**src/rtl/mesi_pkg.sv**
```systemverilog
package mesi_pkg;
  typedef enum logic [1:0] {ST_I = 2'd0, ST_S = 2'd1, ST_E = 2'd2, ST_M = 2'd3} line_st_t;
  typedef enum logic [1:0] {BC_RD = 2'd0, BC_RDX = 2'd1, BC_WB = 2'd2, BC_NONE = 2'd3} bus_cmd_t;
  typedef enum logic [1:0] {OP_RD = 2'd0, OP_WR = 2'd1, OP_EV = 2'd2, OP_TOUCH = 2'd3} cpu_op_t;
  typedef enum logic [1:0] {F_IDLE = 2'd0, F_REQ = 2'd1, F_WAIT = 2'd2} req_fsm_t;
endpackage

```
**src/rtl/mesi_state_array.sv**
```systemverilog
module mesi_state_array
  import mesi_pkg::*;
#(
  parameter int LINES = 8,
  parameter int LW = 3
) (
  input  logic          clk,
  input  logic          rst_n,
  input  logic [LW-1:0] ra_idx,
  output line_st_t      ra_st,
  input  logic [LW-1:0] rb_idx,
  output line_st_t      rb_st,
  input  logic          wa_en,
  input  logic [LW-1:0] wa_idx,
  input  line_st_t      wa_st,
  input  logic          wb_en,
  input  logic [LW-1:0] wb_idx,
  input  line_st_t      wb_st
);
  logic [2*LINES-1:0] flat;

  for (genvar g = 0; g < LINES; g++) begin : g_cell
    line_st_t cell_q;
    always_ff @(posedge clk) begin
      if (!rst_n) cell_q <= ST_I;
      else if (wb_en && wb_idx == LW'(g)) cell_q <= wb_st;
      else if (wa_en && wa_idx == LW'(g)) cell_q <= wa_st;
    end
    assign flat[2*g +: 2] = cell_q;
  end

  assign ra_st = line_st_t'(flat[{ra_idx, 1'b0} +: 2]);
  assign rb_st = line_st_t'(flat[{rb_idx, 1'b0} +: 2]);
endmodule

```
**src/rtl/mesi_snoop_resp.sv**
```systemverilog
module mesi_snoop_resp
  import mesi_pkg::*;
#(
  parameter int NCACHE = 4,
  parameter int CACHE_ID = 0
) (
  input  logic              snp_valid,
  input  logic [1:0]        snp_cmd,
  input  logic [NCACHE-1:0] holders,
  input  line_st_t          cur_st,
  output logic              flush,
  output logic              shared_o,
  output logic              upd,
  output line_st_t          nxt_st
);
  logic lower_holds;
  logic is_rd, is_rdx;

  always_comb begin
    lower_holds = 1'b0;
    for (int i = 0; i < CACHE_ID; i++) lower_holds = lower_holds | holders[i];
  end

  always_comb begin
    is_rd    = snp_valid && bus_cmd_t'(snp_cmd) == BC_RD;
    is_rdx   = snp_valid && bus_cmd_t'(snp_cmd) == BC_RDX;
    flush    = 1'b0;
    shared_o = 1'b0;
    upd      = 1'b0;
    nxt_st   = cur_st;
    if ((is_rd || is_rdx) && cur_st != ST_I) begin
      upd      = 1'b1;
      nxt_st   = is_rd ? ST_S : ST_I;
      shared_o = is_rd;
      // owners always supply; among clean sharers only the lowest ID does
      flush    = (cur_st == ST_S) ? !lower_holds : 1'b1;
    end
  end
endmodule

```
**src/rtl/mesi_req_fsm.sv**
```systemverilog
module mesi_req_fsm
  import mesi_pkg::*;
#(
  parameter int LW = 3
) (
  input  logic          clk,
  input  logic          rst_n,
  input  logic          cpu_valid,
  output logic          cpu_ready,
  input  logic [1:0]    cpu_op,
  input  logic [LW-1:0] cpu_line,
  input  logic          snoop_busy,
  output logic [LW-1:0] look_line,
  input  line_st_t      cur_st,
  output logic          bus_valid,
  input  logic          bus_ready,
  output logic [1:0]    bus_cmd,
  output logic [LW-1:0] bus_line,
  input  logic          shared_in,
  output logic          we,
  output logic [LW-1:0] widx,
  output line_st_t      wst,
  output logic          resp_valid,
  output line_st_t      resp_state
);
  req_fsm_t      st_q, st_d;
  bus_cmd_t      pend_q, pend_d;
  logic [LW-1:0] line_q, line_d;
  logic          done;
  line_st_t      done_st;

  always_comb begin
    cpu_ready = (st_q == F_IDLE) && !snoop_busy;
    look_line = (st_q == F_IDLE) ? cpu_line : line_q;
    bus_valid = (st_q == F_REQ);
    bus_cmd   = pend_q;
    bus_line  = line_q;
    st_d = st_q; pend_d = pend_q; line_d = line_q;
    we = 1'b0; widx = look_line; wst = ST_I;
    done = 1'b0; done_st = ST_I;
    unique case (st_q)
      F_IDLE: if (cpu_valid && cpu_ready) begin
        line_d = cpu_line;
        unique case (cpu_op_t'(cpu_op))
          OP_WR: if (cur_st == ST_E || cur_st == ST_M) begin
            we = 1'b1; wst = ST_M; done = 1'b1; done_st = ST_M;
          end else begin
            pend_d = BC_RDX; st_d = F_REQ;
          end
          OP_EV: if (cur_st == ST_M) begin
            pend_d = BC_WB; st_d = F_REQ;
          end else begin
            we = 1'b1; wst = ST_I; done = 1'b1; done_st = ST_I;
          end
          default: if (cur_st == ST_I) begin
            pend_d = BC_RD; st_d = F_REQ;
          end else begin
            done = 1'b1; done_st = cur_st;
          end
        endcase
      end
      F_REQ: if (bus_ready) begin
        if (pend_q == BC_RD) st_d = F_WAIT;
        else begin
          we = 1'b1; wst = (pend_q == BC_RDX) ? ST_M : ST_I;
          done = 1'b1; done_st = wst; st_d = F_IDLE;
        end
      end
      F_WAIT: begin
        // transient: fill state decided by the peers' answer
        we = 1'b1; wst = shared_in ? ST_S : ST_E;
        done = 1'b1; done_st = wst; st_d = F_IDLE;
      end
      default: st_d = F_IDLE;
    endcase
  end

  always_ff @(posedge clk) begin
    if (!rst_n) begin
      st_q <= F_IDLE; pend_q <= BC_RD; line_q <= '0;
      resp_valid <= 1'b0; resp_state <= ST_I;
    end else begin
      st_q <= st_d; pend_q <= pend_d; line_q <= line_d;
      resp_valid <= done; resp_state <= done_st;
    end
  end

  a_r11_bus_hold: assert property (@(posedge clk) disable iff (!rst_n)
    bus_valid && !bus_ready |=> bus_valid && $stable(bus_cmd) && $stable(bus_line));
  a_r2_fill_after_wait: assert property (@(posedge clk) disable iff (!rst_n)
    bus_valid && bus_ready && bus_cmd == BC_RD |=> !resp_valid ##1
      resp_valid && resp_state == ($past(shared_in) ? ST_S : ST_E));
  a_r5_rdx_gives_m: assert property (@(posedge clk) disable iff (!rst_n)
    bus_valid && bus_ready && bus_cmd == BC_RDX |=> resp_valid && resp_state == ST_M);
  a_r6_wb_gives_i: assert property (@(posedge clk) disable iff (!rst_n)
    bus_valid && bus_ready && bus_cmd == BC_WB |=> resp_valid && resp_state == ST_I);
endmodule

```
**src/rtl/mesi_snoop_ctrl.sv**
```systemverilog
module mesi_snoop_ctrl
  import mesi_pkg::*;
#(
  parameter int LINES = 8,
  parameter int NCACHE = 4,
  parameter int CACHE_ID = 0,
  localparam int LW = (LINES > 1) ? $clog2(LINES) : 1
) (
  input  logic              clk,
  input  logic              rst_n,
  input  logic              cpu_valid,
  output logic              cpu_ready,
  input  logic [1:0]        cpu_op,
  input  logic [LW-1:0]     cpu_line,
  output logic              cpu_resp_valid,
  output logic [1:0]        cpu_resp_state,
  output logic              bus_valid,
  input  logic              bus_ready,
  output logic [1:0]        bus_cmd,
  output logic [LW-1:0]     bus_line,
  input  logic              shared_in,
  input  logic              snp_valid,
  input  logic [1:0]        snp_cmd,
  input  logic [LW-1:0]     snp_line,
  input  logic [NCACHE-1:0] snp_holders,
  output logic              snp_flush,
  output logic              snp_shared
);
  logic [LW-1:0] look_line, widx;
  line_st_t      cpu_st, snp_st, wst, snp_nxt, resp_st;
  logic          we, snp_upd;

  mesi_state_array #(.LINES(LINES), .LW(LW)) u_arr (
    .clk(clk), .rst_n(rst_n),
    .ra_idx(look_line), .ra_st(cpu_st),
    .rb_idx(snp_line), .rb_st(snp_st),
    .wa_en(we), .wa_idx(widx), .wa_st(wst),
    .wb_en(snp_upd), .wb_idx(snp_line), .wb_st(snp_nxt)
  );

  mesi_snoop_resp #(.NCACHE(NCACHE), .CACHE_ID(CACHE_ID)) u_snp (
    .snp_valid(snp_valid), .snp_cmd(snp_cmd), .holders(snp_holders),
    .cur_st(snp_st), .flush(snp_flush), .shared_o(snp_shared),
    .upd(snp_upd), .nxt_st(snp_nxt)
  );

  mesi_req_fsm #(.LW(LW)) u_req (
    .clk(clk), .rst_n(rst_n),
    .cpu_valid(cpu_valid), .cpu_ready(cpu_ready), .cpu_op(cpu_op), .cpu_line(cpu_line),
    .snoop_busy(snp_valid), .look_line(look_line), .cur_st(cpu_st),
    .bus_valid(bus_valid), .bus_ready(bus_ready), .bus_cmd(bus_cmd), .bus_line(bus_line),
    .shared_in(shared_in), .we(we), .widx(widx), .wst(wst),
    .resp_valid(cpu_resp_valid), .resp_state(resp_st)
  );
  assign cpu_resp_state = resp_st;

  a_r7_owner_supplies: assert property (@(posedge clk) disable iff (!rst_n)
    snp_valid && snp_cmd == BC_RD && (snp_st == ST_M || snp_st == ST_E)
      |-> snp_flush && snp_shared);
  a_r10_invalid_quiet: assert property (@(posedge clk) disable iff (!rst_n)
    snp_valid && snp_st == ST_I |-> !snp_flush && !snp_shared);
  a_r11_snoop_blocks_cpu: assert property (@(posedge clk) disable iff (!rst_n)
    snp_valid |-> !cpu_ready);
endmodule

```
**config.mk**
```make
export PLATFORM = sky130hd
export DESIGN_NAME = mesi_snoop_ctrl
export DESIGN_NICKNAME = d
export VERILOG_FILES = /design/src/rtl/mesi_pkg.sv /design/src/rtl/mesi_state_array.sv /design/src/rtl/mesi_snoop_resp.sv /design/src/rtl/mesi_req_fsm.sv /design/src/rtl/mesi_snoop_ctrl.sv
export SDC_FILE = /design/constraint.sdc
export NUM_CORES = 1
export LEC_CHECK = 0
export BUFFER_PORTS_ARGS = -buffer_cell sky130_fd_sc_hd__buf_2
export CAP_MARGIN = 25
export CELL_PAD_IN_SITES_DETAIL_PLACEMENT = 0
export CELL_PAD_IN_SITES_GLOBAL_PLACEMENT = 1
export CORE_MARGIN = 4
export CORE_UTILIZATION = 40
export CTS_CLUSTER_DIAMETER = 150
export DETAILED_ROUTE_END_ITERATION = 8
export MAX_ROUTING_LAYER = met4
export PLACE_DENSITY = 0.72
export SYNTH_ARGS = -nofsm -noshare
export SYNTH_HDL_FRONTEND = slang
export SYNTH_SLANG_ARGS = --single-unit
```
**constraint.sdc**
```tcl
create_clock -name clk -period 3.2 [get_ports clk]
set_input_delay 0.32 -clock clk [delete_from_list [all_inputs] [get_ports clk]]
set_output_delay 0.32 -clock clk [all_outputs]
set_load 0.05 [all_outputs]
```
**Word-level counts from Yosys, hierarchy flattened**

Index checks and enable logic that the tools add are counted.

- Bits in registers: 26
- Input port bits: 20
- Output and inout bits: 12
- Logic and storage cells: 142

- Equality and inequality tests: 29
- Shift operators: 2
- Muxes and demuxes: 55
- Reduce and logical (&&, ||, !) cells: 43

Operators by type and width:

| kind | count |
|---|---|
| 2-bit two-way mux | 34 |
| 16-bit by 5-bit indexed part select with 2-bit output | 2 |
| 3-bit == test (second input constant) | 8 |
| 1-bit logical AND | 21 |
| 2-bit nonzero test | 9 |
| 2-bit one-hot mux with 2 select lines | 4 |
| 3-bit by 2-bit == test with 1-bit output (second input constant) | 4 |
| 2-bit one-hot mux with 3 select lines | 2 |
| 1-bit two-way mux | 10 |
| 5-bit AND reduction | 2 |
| 2-bit by 1-bit == test with 1-bit output (second input constant) | 4 |
| 2-bit == test (second input constant) | 4 |
| 2-bit logical NOT | 4 |
| 3-bit by 1-bit == test with 1-bit output (second input constant) | 2 |
| 3-bit logical NOT | 2 |
| 3-bit inequality test (second input constant) | 2 |
| 1-bit one-hot mux with 3 select lines | 2 |
| 2-bit by 1-bit inequality test with 1-bit output (second input constant) | 2 |
| 2-bit inequality test (second input constant) | 2 |
| 4-bit inequality test (second input constant) | 1 |
| 1-bit one-hot mux with 2 select lines | 2 |
| 3-bit two-way mux | 1 |
| 3-bit nonzero test | 1 |
| 1-bit logical OR | 2 |
| other kinds (2) | 2 |

**Logic depth before layout (Yosys ltp)**

- Depth after elaboration: 12
- Depth in mapped cells: 10
- Depth with buffers taken out: 8

**Modules after synthesis**

From an unflattened synthesis, not the netlist that was laid out.

- Cells, all modules: 184
- Area, all modules: 1781.7 um2

By module, submodules not included:

| module | instances | cells each | area each (um2) | seq. area each (um2) |
|---|---|---|---|---|
| mesi_state_array | 1 | 98 | 1102.3 | 320.3 |
| mesi_req_fsm | 1 | 77 | 613.1 | 200.2 |
| mesi_snoop_resp | 1 | 9 | 66.3 | 0.0 |

**Worst setup path after synthesis**

No wires, ideal clock.

- Path kind: input to register
- Start point: in snp_line[0]
- End point: reg u_arr.g_cell[0].cell_q[0]
- Setup time: 0.077 ns
- Data arrival time: 2.759 ns
- Data required time: 3.123 ns
- Slack: 0.364 ns
- Cell stages on the path: 8
- Buffers on the path: 1
- Cell sequence: clkbuf_1 -> mux4_2 -> mux2i_1 -> nand2_1 -> and3_1 -> nor2b_1 -> o21ai_1 -> mux2i_1

- Cells in the longest elaborated chain, start to end: 6
- Elaborated cells between the ends (all ways): 9
- Those cells by class: 1 x shift; 3 x mux; 5 x reduce/logical

Ends and longest elaborated chain:

| what | RTL line | source |
|---|---|---|
| from (decl) | mesi_snoop_ctrl.sv:24 | `input logic [LW-1:0] snp_line,` |
| 16-bit by 5-bit indexed part select with 2-bit output (*) | mesi_state_array.sv:33 | `assign rb_st = line_st_t'(flat[{rb_idx, 1'b0} +: 2]);` |
| 2-bit nonzero test (*) | mesi_snoop_resp.sv:31 | `if ((is_rd \|\| is_rdx) && cur_st != ST_I) begin` |
| 1-bit logical AND (*) | mesi_snoop_resp.sv:31 |  |
| 1-bit two-way mux (*) | n/a |  |
| net snp_flush | mesi_snoop_ctrl.sv:26 | `output logic snp_flush,` |
| 1-bit logical AND (*) | mesi_state_array.sv:26 | `else if (wb_en && wb_idx == LW'(g)) cell_q <= wb_st;` |
| 2-bit two-way mux or 2-bit nonzero test (tied branches) | n/a |  |
| to (signal assigned) | mesi_state_array.sv:26 |  |
| to (signal assigned) | mesi_state_array.sv:27 | `else if (wa_en && wa_idx == LW'(g)) cell_q <= wa_st;` |
| to (decl) | mesi_state_array.sv:23 | `line_st_t cell_q;` |

Mark *: on every way through the listed nets, which the timed path passes. The rest lies on a longest branch.
A chain may end at the register's enable or synchronous reset.

**Worst setup path after layout**

- Start point: reg u_req.st_q[1]
- End point: reg u_arr.g_cell[2].cell_q[0]

- Cells in the longest elaborated chain, start to end: 11
- Elaborated cells between the ends (all ways): 24
- Those cells by class: 5 x eq/ne; 1 x shift; 12 x mux; 6 x reduce/logical

Ends and longest elaborated chain:

| what | RTL line | source |
|---|---|---|
| from (decl) | mesi_req_fsm.sv:26 | `req_fsm_t st_q, st_d;` |
| from (signal assigned) | mesi_req_fsm.sv:83 | `st_q <= st_d; pend_q <= pend_d; line_q <= line_d;` |
| 2-bit logical NOT | mesi_req_fsm.sv:33, mesi_req_fsm.sv:34, mesi_req_fsm.sv:41 |  |
| 3-bit two-way mux | mesi_req_fsm.sv:34 | `look_line = (st_q == F_IDLE) ? cpu_line : line_q;` |
| 16-bit by 5-bit indexed part select with 2-bit output | mesi_state_array.sv:32 | `assign ra_st = line_st_t'(flat[{ra_idx, 1'b0} +: 2]);` |
| 2-bit == test (on tied branches) | mesi_req_fsm.sv:45, mesi_req_fsm.sv:50 |  |
| 1-bit logical OR | mesi_req_fsm.sv:45 | `OP_WR: if (cur_st == ST_E \|\| cur_st == ST_M) begin` |
| 1-bit two-way mux or 2-bit two-way mux (tied branches) | mesi_req_fsm.sv:45 |  |
| 1-bit one-hot mux with 2 select lines or 2-bit two-way mux (tied branches) | n/a |  |
| 1-bit two-way mux or 2-bit two-way mux (tied branches) | mesi_req_fsm.sv:42 | `F_IDLE: if (cpu_valid && cpu_ready) begin` |
| 1-bit one-hot mux with 3 select lines or 2-bit one-hot mux with 3 select lines (tied branches) | mesi_req_fsm.sv:41 | `unique case (st_q)` |
| 1-bit logical AND or 2-bit two-way mux (tied branches) | mesi_state_array.sv:27 |  |
| 2-bit nonzero test (no source line) or 2-bit two-way mux (tied branches) | n/a |  |
| to (signal assigned) | mesi_state_array.sv:26 |  |
| to (signal assigned) | mesi_state_array.sv:27 |  |
| to (decl) | mesi_state_array.sv:23 |  |

Several ways; a longest one is shown, not always the timed one. The select of a mux whose other input is x is not followed.

==> impl_metrics.py <==
metrics = {
    "yosys": {
        "ys_warn_count": 0,
        "synthFlopType": "dfxtp_1",
        "synth_cell_type_count": 61,
        "synth.net_count": 259,
        "syn_area_um2": 2287,
        "synth.yosys.seq_area_share_pct": 22.76,
        "ys_ff_latch": 26,
        "netlist_instances": 235,
        "syn_avg_cell_area_um2": 9.733,
        "synth_edf_count": 0,
        "synthArstFlopShare_pct": 0,
    },
    "pwr": {
        "clkPwrFrac_pct": 33.8,
        "ir_drop_mv": 0.2347,
        "p_leak_nw": 0.9924,
        "combPwrFrac_pct": 26.8,
        "p_int_mw": 0.5784,
        "power.density_nw_per_um2": 335.2,
        "seqPwrFrac_pct": 39.3,
        "power_mw": 0.8614,
        "p_sw_mw": 0.2831,
        "swShare_pct": 32.86,
    },
    "min_path": {
        "hp-class": "primary input to flop",
        "holdCritStartpoint": "cpu_line[0]",
    },
    "worst_setup_path": {
        "start_kind": "flop",
        "end_kind": "flop",
        "cp-startpoint": "u_req.st_q[1]",
        "critPathRequiredTime_ns": 3.38,
        "critical_path_class": "flop to flop",
        "r2r_start": "u_req.st_q[1]",
        "crit_fanout": 12,
        "arrival_ns": 3.02,
    },
    "clocking": {
        "clock_sinks": 26,
        "postCtsHoldBufs": 0,
        "clkLatencyLatePin_ns": 0.29,
        "cts_buffers": 3,
        "post-cts-setup-buffer-count": 0,
        "clock-root-buffer": "clkbuf_8",
        "cts_max_path_buffers": 2,
        "cts_tree": "done",
        "cts_resized": 0,
        "path_clk_slew_ns": 0.11,
        "htree_levels": 1,
    },
    "finish": {
        "antennaDiodeCount": 0,
        "multi_input_area_um2": 1674,
        "drive_above_1_share_pct": 32.82,
        "area_delta_synth_final_pct": 12.36,
        "nNetsFinal": 287,
        "fin_util_pct": 46.39,
        "fillCellCount": 562,
        "seqCellArea_um2": 520.5,
    },
    "timing": {
        "setup_violations": 0,
        "hold_viol": 0,
        "max_freq_mhz": 351.6,
        "fin_crit_ns": 2.844,
        "drv_slew": 0,
        "slew_headroom_pct": 60.64,
        "fin_worst_skew_ns": 0.01109,
        "rsz0062_at_grt": "no",
        "min_period_over_period_pct": 88.87,
        "worstMarginPinSlew_ns": 0.5905,
        "setup_tns_ns": 0,
    },
    "floorplanning": {
        "num_rows": 27,
        "io_pins": 32,
        "die_area_um2": 6991,
        "die_x_um": 83.62,
        "start_util_pct": 41.28,
        "dieHeight_um": 83.62,
        "core-area_um2": 5540,
    },
    "global_route": {
        "grt_max_degree": 29,
        "grt_pass1_vias": 1789,
        "antenna_found_initial": 0,
        "grt_first_pass_wirelength_um": 9439,
        "grt_usage_pct": 16.88,
        "grt_remaining_overflow": 0,
    },
    "run_status": {
        "status": "completed",
    },
    "route": {
        "vias": 1876,
        "ant_nets": 0,
        "dr.pass1.iters": 4,
        "drc": 0,
        "post_drt_via_cell_ratio": 5.617,
        "routed_wl_um": 5717,
        "wl_per_cell_um": 17.12,
        "drt_iter0_drc": 100,
    },
    "placement": {
        "io_buffer_count": 27,
        "hpwlAfterDp_um": 4334,
        "gp_congestion": 0.8052,
    },
    "job": {
        "max_cap_viol_count": 0,
    },
}
logic make-up after synthesis:
kind of cell / Yosys count / share of synthesized area, %
muxes: 30 / 15.59
adders and majority gates: 4 / 2.188
and+or+nand+nor: 94 / 24.89
AOI/OAI and AO/OA: 63 / 30.53
buffers and inverters: 18 / 4.048
DFF: 26 / 22.76
cells in the final DEF, fill, tap and decap left out, types with 2 or more instances in the layout:
cell type / n
nand2b_1: 3
o21a_1: 10
nor4b_4: 2
a21boi_0: 3
mux2i_1: 23
and2_1: 12
o32ai_2: 7
a31oi_4: 5
nor2_1: 19
buf_4: 7
dfxtp_1: 26
nor3b_1: 2
mux4_2: 4
nor2b_1: 5
a21oi_1: 5
a21oi_2: 2
o221ai_2: 3
o21ai_0: 3
o211a_1: 2
or2_1: 4
o21ai_1: 2
clkbuf_8: 3
nand2_1: 18
nor3_2: 2
a31oi_2: 7
nand3_1: 5
ha_1: 4
buf_2: 27
and3_1: 7
mux2_2: 2
nand3b_1: 3
inv_1: 7
cell type report:
cell class | count | share of cell area, %
clock buffers | 3 | 1.607
repair buffers | 34 | 7.303
multi-input cells | 191 | 65.14
flip-flops and latches | 26 | 20.25
inverters | 7 | 1.022
well taps | 72 | 3.505
clock inverters | 1 | 1.168
synth_stat cells (all sizes together), types with 4 or more instances:
master	n	area, µm²
dfxtp	26	520.5
mux2i	24	244.0
nor2	21	88.84
nand2	18	67.56
a31oi	13	200.2
and2	12	75.07
o21a	10	75.07
o32ai	8	122.6
a21oi	7	42.54
and3	7	43.79
inv	7	26.28
or2	7	46.30
clkbuf	6	23.77
nand3	6	35.03
o21ai	6	33.78
buf	5	42.53
nor2b	5	31.28
o221ai	5	80.08
a21boi	4	30.03
ha	4	50.05
mux4	4	90.09
state kept, by name, summed over array words and instances (netlist names):
register,flops
u_arr.g_cell.cell_q,16
u_req.bus_cmd,2
u_req.bus_line,3
u_req.resp_state,2
u_req.resp_valid,1
u_req.st_q,2
per-stage QoR:
step                setup slack, ns  instances  hold slack [ns]  area (µm²)
global placement             0.4054        330           0.4931        2499
floorplan                    0.3641        235           0.4649        2287
global route                0.07892        334           0.3552        2570
CTS                          0.3224        334           0.3445        2570
finish                       0.3560        334           0.3488        2570
detailed placement           0.3511        330           0.4952        2499
power by group through the flow:
| stage | Sequential [mW] | Combinational (mW) | Clock (mW) |
|---|---|---|---|
| after floorplan | 0.359 | 0.168 | 0 |
| after global placement | 0.346 | 0.231 | 0 |
| after detailed placement | 0.346 | 0.231 | 0 |
| after CTS | 0.339 | 0.232 | 0.295 |
| after global routing | 0.341 | 0.248 | 0.311 |
| final | 0.339 | 0.231 | 0.292 |
worst max-delay path, stage by stage (launching register included):
cell and delay, ns:
dfxtp_1 0.45, nor2_1 0.27, mux2_2 0.44, a211oi_2 0.23, o21a_1 0.53, o32ai_1 0.18, a31oi_1 0.32, mux2i_1 0.23
mux2i_1 0.08
path summary, 6_finish.rpt:
path                               endpoint  slack [ns]  cells past startpoint
setup / recovery  u_arr.g_cell[2].cell_q[0]        0.36                      8
hold reg to reg   u_arr.g_cell[2].cell_q[1]        0.52                      2
hold / removal            u_req.bus_line[0]        0.35                      3
setup reg to reg  u_arr.g_cell[2].cell_q[0]        0.36                      8
per-layer routing:
metal | vias to the layer above | wire length (µm) | GRT usage (%)
met1 | 909 | 2847 | 22.81
met4 | 0 | 82 | 4.240
met5 | - | 0 | -
met2 | 20 | 2670 | 26.83
met3 | 7 | 116 | 2.073
li1 | 940 | - | -
Power figures use the tool's default switching activity.
